### src/rtl/dec_pkg.sv
package dec_pkg;

  // Active-low enable pair of one output group
  typedef logic [1:0] en_pair_t;

  // A group decodes only when both of its enable lines are low
  function automatic logic pair_enabled(en_pair_t en_n);
    return (en_n == 2'b00);
  endfunction

  // Inactive level of a line is the complement of the active level
  function automatic logic inactive_level(logic active_lvl);
    return ~active_lvl;
  endfunction

endpackage

### src/rtl/dec_onehot.sv
module dec_onehot #(
  parameter int SEL_W = 2,
  localparam int LINES = 1 << SEL_W
) (
  input  logic             en_i,
  input  logic [SEL_W-1:0] sel_i,
  output logic [LINES-1:0] hot_o
);

  for (genvar k = 0; k < LINES; k++) begin : g_line
    assign hot_o[k] = en_i && (sel_i == SEL_W'(k));
  end

endmodule

### src/rtl/dec_route.sv
module dec_route
  import dec_pkg::*;
#(
  parameter int SEL_W = 2
) (
  input  logic             mode_i,
  input  logic [SEL_W:0]   addr_a_i,
  input  logic [SEL_W-1:0] addr_b_i,
  input  en_pair_t         en_lo_n_i,
  input  en_pair_t         en_hi_n_i,
  output logic             lo_en_o,
  output logic             hi_en_o,
  output logic [SEL_W-1:0] lo_sel_o,
  output logic [SEL_W-1:0] hi_sel_o
);

  logic lo_gate, hi_gate, top_bit;

  assign lo_gate = pair_enabled(en_lo_n_i);
  assign hi_gate = pair_enabled(en_hi_n_i);
  assign top_bit = addr_a_i[SEL_W];

  always_comb begin
    lo_sel_o = addr_a_i[SEL_W-1:0];
    if (mode_i) begin
      // 3-to-8 use: the top address bit picks which group may decode
      lo_en_o  = lo_gate && !top_bit;
      hi_en_o  = hi_gate && top_bit;
      hi_sel_o = addr_a_i[SEL_W-1:0];
    end else begin
      lo_en_o  = lo_gate;
      hi_en_o  = hi_gate;
      hi_sel_o = addr_b_i;
    end
  end

endmodule

### src/rtl/dec_polarity.sv
module dec_polarity
  import dec_pkg::*;
#(
  parameter int W = 4
) (
  input  logic         lvl_sel_i,
  input  logic         lvl_com_i,
  input  logic [W-1:0] hot_i,
  output logic [W-1:0] line_o
);

  logic active_lvl;
  assign active_lvl = lvl_sel_i ^ lvl_com_i;

  // A selected line takes the active level; the rest take its complement
  for (genvar k = 0; k < W; k++) begin : g_bit
    assign line_o[k] = hot_i[k] ? active_lvl : inactive_level(active_lvl);
  end

endmodule

### src/rtl/dec_stage.sv
module dec_stage #(
  parameter int W          = 8,
  parameter bit REGISTERED = 1'b1
) (
  input  logic         clk,
  input  logic         rst,
  input  logic [W-1:0] d_i,
  output logic [W-1:0] q_o
);

  if (REGISTERED) begin : g_reg
    logic [W-1:0] q_r;
    always_ff @(posedge clk) begin
      if (rst) q_r <= '0;
      else     q_r <= d_i;
    end
    assign q_o = q_r;
  end else begin : g_comb
    logic unused_clk;
    assign unused_clk = clk ^ rst;
    assign q_o = d_i;
  end

endmodule

### src/rtl/mode_decoder.sv
module mode_decoder
  import dec_pkg::*;
#(
  parameter int SEL_W   = 2,
  parameter bit REG_OUT = 1'b1,
  localparam int GRP_W  = 1 << SEL_W,
  localparam int OUT_W  = 2 * GRP_W
) (
  input  logic             clk,
  input  logic             rst,
  input  logic             mode_i,
  input  logic [SEL_W:0]   addr_a_i,
  input  logic [SEL_W-1:0] addr_b_i,
  input  logic [1:0]       en_lo_n_i,
  input  logic [1:0]       en_hi_n_i,
  input  logic             pol_lo_i,
  input  logic             pol_hi_i,
  input  logic             pol_com_i,
  output logic [OUT_W-1:0] dec_o
);

  logic             lo_en, hi_en;
  logic [SEL_W-1:0] lo_sel, hi_sel;
  logic [GRP_W-1:0] hot_lo, hot_hi;
  logic [GRP_W-1:0] line_lo, line_hi;
  logic [OUT_W-1:0] dec_comb;

  dec_route #(.SEL_W(SEL_W)) u_route (
    .mode_i    (mode_i),
    .addr_a_i  (addr_a_i),
    .addr_b_i  (addr_b_i),
    .en_lo_n_i (en_lo_n_i),
    .en_hi_n_i (en_hi_n_i),
    .lo_en_o   (lo_en),
    .hi_en_o   (hi_en),
    .lo_sel_o  (lo_sel),
    .hi_sel_o  (hi_sel)
  );

  dec_onehot #(.SEL_W(SEL_W)) u_hot_lo (.en_i(lo_en), .sel_i(lo_sel), .hot_o(hot_lo));
  dec_onehot #(.SEL_W(SEL_W)) u_hot_hi (.en_i(hi_en), .sel_i(hi_sel), .hot_o(hot_hi));

  dec_polarity #(.W(GRP_W)) u_pol_lo (
    .lvl_sel_i (pol_lo_i),
    .lvl_com_i (pol_com_i),
    .hot_i     (hot_lo),
    .line_o    (line_lo)
  );

  dec_polarity #(.W(GRP_W)) u_pol_hi (
    .lvl_sel_i (pol_hi_i),
    .lvl_com_i (pol_com_i),
    .hot_i     (hot_hi),
    .line_o    (line_hi)
  );

  assign dec_comb = {line_hi, line_lo};

  dec_stage #(.W(OUT_W), .REGISTERED(REG_OUT)) u_stage (
    .clk (clk),
    .rst (rst),
    .d_i (dec_comb),
    .q_o (dec_o)
  );


  group_single_chk: assert property (@(posedge clk) disable iff (rst)
    $onehot0(hot_lo) && $onehot0(hot_hi));


  wide_single_chk: assert property (@(posedge clk) disable iff (rst)
    mode_i |-> $onehot0({hot_hi, hot_lo}));

  if (REG_OUT) begin : g_reg_chk

    lo_idle_chk: assert property (@(posedge clk) disable iff (rst)
      (en_lo_n_i != 2'b00) |=>
        dec_o[GRP_W-1:0] == {GRP_W{~$past(pol_lo_i ^ pol_com_i)}});


    hi_idle_chk: assert property (@(posedge clk) disable iff (rst)
      (en_hi_n_i != 2'b00) |=>
        dec_o[OUT_W-1:GRP_W] == {GRP_W{~$past(pol_hi_i ^ pol_com_i)}});


    latency_chk: assert property (@(posedge clk) disable iff (rst)
      !$past(rst) |-> dec_o == $past(dec_comb));


    reset_clear_chk: assert property (@(posedge clk)
      rst |=> dec_o == '0);
  end

endmodule

### config.mk
export PLATFORM = sky130hd
export DESIGN_NAME = mode_decoder
export DESIGN_NICKNAME = d
export VERILOG_FILES = /design/src/rtl/dec_pkg.sv /design/src/rtl/dec_onehot.sv /design/src/rtl/dec_route.sv /design/src/rtl/dec_polarity.sv /design/src/rtl/dec_stage.sv /design/src/rtl/mode_decoder.sv
export SDC_FILE = /design/constraint.sdc
export NUM_CORES = 1
export LEC_CHECK = 0
export ABC_AREA = 1
export BUFFER_PORTS_ARGS = -buffer_cell sky130_fd_sc_hd__clkbuf_2
export CORE_AREA = 2 2 39 41
export CTS_BUF_LIST = sky130_fd_sc_hd__clkbuf_8
export DETAILED_ROUTE_END_ITERATION = 10
export DIE_AREA = 0 0 41 43
export GPL_TIMING_DRIVEN = 1
export PLACE_DENSITY = 0.69
export SYNTH_ARGS = -nofsm -noshare
export SYNTH_HDL_FRONTEND = slang
export SYNTH_SLANG_ARGS = --single-unit
### constraint.sdc
create_clock -name clk -period 0.8 [get_ports clk]
set_clock_uncertainty 0.2 [all_clocks]
set_input_delay 0.08 -clock clk [delete_from_list [all_inputs] [get_ports clk]]
set_output_delay 0.08 -clock clk [all_outputs]
set_load 0.03 [all_outputs]
After elaboration in Yosys (flattened, before gate mapping)
Index checks and enable logic that the tools add are counted.
{ "word_totals": {"register_bits": 8, "input_bits": 15, "word_cells": 37} }
{ "classes": {"eq_ne": 6, "muxes": 11, "n_bitwise": 4, "n_reduce_logical": 15} }
{ "op_table": {"columns": ["op", "n"], "rows": [
  ["logical AND 1 bit", 10],
  ["2-to-1 mux 1 bit", 10],
  ["== test 2 bit, second input constant", 4],
  ["logical NOT 2 bit", 4],
  ["== test 2 x 1 -> 1 bit, second input constant", 2],
  ["2-to-1 mux 2 bit", 1],
  ["inverter 1 bit", 2],
  ["bitwise XOR 1 bit", 2],
  ["logical NOT 1 bit", 1]
]} }

Logic depth before layout (Yosys ltp)
{ "logic_depth": {"depth_word": 5, "ltp_mapped": 7, "depth_no_buf": 7} }

Hierarchy
A second synthesis with hierarchy kept.
{ "unflattened": {"hier_cells": 103, "area_unflattened_um2": 554.3} }
{ "by_module_without_submodules": {"columns": ["module", "n_inst", "cells_per_inst", "area_per_inst_um2", "seq_area_each_um2"], "rows": [
  ["dec_stage", 1, 25, 231.5, 160.2],
  ["dec_polarity", 2, 22, 92.6, 0.0],
  ["dec_route", 1, 18, 77.6, 0.0],
  ["dec_onehot", 2, 8, 30.0, 0.0]
]} }

Worst setup path after synthesis
Ideal clock, no wire load.
{ "synth_timing": {"path_kind": "in2reg", "start": "in en_hi_n_i[0]", "end": "reg u_stage.g_reg.q_r[4] (netlist: u_stage.q_o[4])", "setup_ns": 0.113, "arrival_ns": 0.536, "slack_ns": -0.049, "cell_stages": 6, "cell_sequence": "inv_1 nand2_1 nor2_4 nand3_1 nor2_1 nor2_1"} }
{ "synth_via": {"elab_chain_len": 5} }
{ "synth_rtl": {"columns": ["item", "line_no", "rtl"], "rows": [
  ["start, declared", "mode_decoder.sv:15", "input logic [1:0] en_hi_n_i,"],
  ["logical NOT 2 bit (*)", "dec_pkg.sv:8", "return (en_n == 2'b00);"],
  ["logical AND 1 bit", "dec_route.sv:28", "hi_en_o = hi_gate && top_bit;"],
  ["2-to-1 mux 1 bit (*)", "dec_route.sv:25", "if (mode_i) begin"],
  ["logical AND 1 bit (*)", "dec_onehot.sv:11", "assign hot_o[k] = en_i && (sel_i == SEL_W'(k));"],
  ["2-to-1 mux 1 bit (*)", "dec_polarity.sv:17", "assign line_o[k] = hot_i[k] ? active_lvl : inactive_level(active_lvl);"],
  ["end signal, assigned", "dec_stage.sv:15", "else q_r <= d_i;"],
  ["end, declared", "dec_stage.sv:12", "logic [W-1:0] q_r;"]
]} }
Every way passes the cells marked *; elsewhere a longest branch is shown, timed or not.
A chain may end at the register's enable or synchronous reset.

Worst setup path after layout
{ "layout_timing": {"start": "reg u_stage.g_reg.q_r[7] (netlist: u_stage.q_o[7])", "end": "out dec_o[7]"} }
{ "layout_rtl": {"columns": ["item", "line_no", "rtl"], "rows": [
  ["end, declared", "mode_decoder.sv:19", "output logic [OUT_W-1:0] dec_o"]
]} }
No word-level cell between the ends.

==> impl_metrics.py <==
metrics = {
    "synthesis": {
        "syn-num-nets": 96,
        "ys_top_cells_by_count": "28 x sky130_fd_sc_hd__nand2_1, 16 x sky130_fd_sc_hd__nor2_1, 12 x sky130_fd_sc_hd__inv_1, 8 x sky130_fd_sc_hd__dfxtp_1, 6 x sky130_fd_sc_hd__nand3_1",
        "synth_top_flop_cell": "sky130_fd_sc_hd__dfxtp_1",
        "synth.area.top_cells": "sky130_fd_sc_hd__dfxtp_1 33%, sky130_fd_sc_hd__nand2_1 22%, sky130_fd_sc_hd__nor2_1 12%, sky130_fd_sc_hd__inv_1 9.3%, sky130_fd_sc_hd__nand3_1 6.2%",
        "synth.most_common_cell": "sky130_fd_sc_hd__nand2_1",
        "postSynthAreaPerCell_um2": 5.99,
        "muxShareOfSynthArea_pct": 0,
        "yosys_warnings": 0,
        "synth_compound_gate_area_share_pct": 1.03,
        "synthSimpleGateAreaFrac_pct": 49.0,
        "ys_ff_latch": 8,
        "post-synth-top-area-fraction_pct": 33.0,
        "number_of_enable_type_register_cells_in_the_synthesized_netlist": 0,
        "netlist-cell-type-count": 12,
        "async_flop_share_pct": 0,
        "synth.largest_area_cell": "sky130_fd_sc_hd__dfxtp_1",
        "synth_xor_xnor_area_share_pct": 6.96,
        "synth_top_family_by_area": "simple AND/OR/NAND/NOR gates",
        "syn_inst": 81,
        "synth-seq-area-share_pct": 33.0,
        "synth_area_um2": 485,
        "synth-adder-area-share_pct": 0,
    },
    "clock_tree": {
        "clock_tree.buffer_depth": 2,
        "cts-root-buf": "sky130_fd_sc_hd__clkbuf_8",
        "clock_buffers_created_by_tritoncts": 3,
        "clock_sinks": 8,
        "cts_tree": "done",
        "htree_num_levels": 1,
        "post-cts-setup-buffer-count": 0,
        "cts.clk_slew.worst_paths_ns": 0.04,
    },
    "timing": {
        "timing_worst_slew_pin_value_ns": 0.199,
        "rsz0062_at_grt": "true",
        "post_route_fraction_of_the_period_consumed_by_the_critical_path_pct": 120,
        "timing.final.setup_violations": 11,
        "min_hold_slack_ns": -0.177,
        "setup-tns-final_ns": -1.42,
        "number_of_hold_violations_in_the_final_report": 6,
        "slew_viol_final": 0,
        "final.setup.worst_slack_ns": -0.161,
        "achievable-frequency_ghz": 1.04,
        "period_needed_ns": 0.961,
        "worst_slew_margin_rel_pct": 86.7,
    },
    "setup_path": {
        "worstPathArrival_ns": 0.68,
        "setup.worst_path.class": "reg2out",
        "worst-endpoint-required_ns": 0.52,
        "critical_path.n_buffers_inverters": 1,
        "timing.critical_path.slowest_cell_delay_ns": 0.33,
        "startpoint_type": "flop",
        "worst_setup_path_end_kind": "output pin",
        "worstPathMaxFanout": 1,
        "crit_path_cell_trace": "buf_8",
        "crit_slowest_cell": "sky130_fd_sc_hd__dfxtp_2",
        "timing.critical_path.max_delay_family": "flip-flops",
    },
    "grt": {
        "grt_max_degree": 7,
        "antenna_found_initial": 0,
        "globalRouteTotalUtil_pct": 17.9,
        "grt_pass1_vias": 546,
        "globalRouteOverflowTotal": 0,
        "global_route_wire_length_before_repair_um": 2060,
    },
    "floorplan": {
        "placeable_core_region_um2": 1380,
        "io_pins": 23,
        "die-area_um2": 1760,
        "fp.dieH_um": 43,
        "placement_rows": 14,
        "chipWidth_um": 41,
        "effective_utilization_at_floorplan_pct": 35.1,
    },
    "cells_and_area": {
        "drive_gt1_share_pct": 61.8,
        "final_design_instance_area_without_fill_um2": 912,
        "diodes": 0,
        "nNetsFinal": 127,
        "flow.area_growth_from_synthesis_pct": 87.9,
        "finalCoreUtilization_pct": 65.9,
        "largest_reg_flops": 8,
        "fillerInstances": 125,
    },
    "detailed_routing": {
        "average_via_count_per_standard_cell": 4.52,
        "antenna_violating_nets_post_route": 0,
        "dr.pass1.iters": 3,
        "routed_wirelength_um": 1310,
        "avgRoutedWirePerCell_um": 10.4,
        "post-route-drc-count": 0,
        "drtIter0Drc": 2,
        "vias": 569,
    },
    "pwr": {
        "ir_worst_vdd_uv": 1090,
        "p_leak_uw": 0.000465,
        "p_per_area_nw_per_um2": 1560,
    },
    "place": {
        "count_of_input_and_output_buffers": 22,
        "detailed_place.area_um2": 708,
        "placement.setup.worst_slack_ns": -0.380,
        "routabilityCongestion": 0.729,
    },
    "min_path": {
        "hold_path_startpoint": "rst",
        "min_delay_worst_endpoint": "u_stage.q_o[3]",
        "timing.hold.worst_path_depth": 2,
        "worst_hold_path_type": "in2reg",
    },
    "run_status": {
        "run_status": "finished with violations",
        "violations": "hold timing, setup timing",
    },
    "run": {
        "max-cap-violations": 0,
    },
}
==> cells in the final DEF (no fill, tap or decap) <==
master,n
sky130_fd_sc_hd__nand2_1,21
sky130_fd_sc_hd__nor2_1,14
sky130_fd_sc_hd__clkbuf_2,11
sky130_fd_sc_hd__buf_8,8
sky130_fd_sc_hd__dfxtp_2,8
sky130_fd_sc_hd__inv_2,7
sky130_fd_sc_hd__nand2_2,7
sky130_fd_sc_hd__buf_4,6
sky130_fd_sc_hd__nand3_2,5
sky130_fd_sc_hd__nor2_4,4
sky130_fd_sc_hd__inv_1,3
sky130_fd_sc_hd__nand2_4,3
sky130_fd_sc_hd__clkbuf_8,3
sky130_fd_sc_hd__xnor2_1,2
sky130_fd_sc_hd__inv_4,2
sky130_fd_sc_hd__xnor2_4,1
sky130_fd_sc_hd__nand3_1,1
sky130_fd_sc_hd__nor2_2,1
sky130_fd_sc_hd__inv_16,1
sky130_fd_sc_hd__a21oi_1,1
sky130_fd_sc_hd__clkbuf_16,1
==> cells by family after synthesis <==
logic type	Yosys count
AND/OR/NAND/NOR	56
AO/OA/AOI/OAI	1
buffers and inverters	13
XOR/XNOR	3
flip-flops	8
==> area by class of cell <==
class	instances	area, µm²	area share [%]
multi-input combinational	60	365	40.1
timing repair buffer	26	245	26.9
sequential	8	170	18.7
inverter	13	70.1	7.68
clock buffer	3	41.3	4.53
tap	16	20.0	2.19
==> timing repair <==
action / 4_1_cts / 5_1_grt
endpoints found under the hold margin: 6 / 2
setup endpoints to repair: 16 / 14
pin swaps: 6 / 11
gates cloned: 0 / 0
resized for setup: 27 / 31
==> how the worst max path moves through the flow <==
stage                   start             end  depth (start not counted)
2_1_floorplan          mode_i  u_stage.q_o[4]                          6
3_3_place_gp           mode_i  u_stage.q_o[5]                          8
3_5_place_dp           mode_i  u_stage.q_o[5]                          7
4_1_cts        u_stage.q_o[1]        dec_o[1]                          1
5_1_grt        u_stage.q_o[5]        dec_o[5]                          1
6_report       u_stage.q_o[7]        dec_o[7]                          1
==> through the flow <==
stage	total power [µW]	instances
floorplan	675	81
global placement	793	123
detailed placement	802	123
CTS	1360	126
global route	1470	126
finish	1430	126
==> power breakdown <==
part,total [µW],internal [µW],switching [µW]
registers,462,441,21.6
logic,464,216,248
clock network,500,327,173
total,1430,983,443
==> metal layers <==
layer  share of wire [%]  wire (µm)  GRT usage (%)  vias to the layer above
met5                   0          0              0                        -
met4                 4.1         54           12.0                        0
met3                 4.4         57           7.85                        6
met2                  54        711           29.4                       12
met1                  37        484           16.5                      253
li1                    -          -              -                      298
Power figures use the tool's default switching activity.
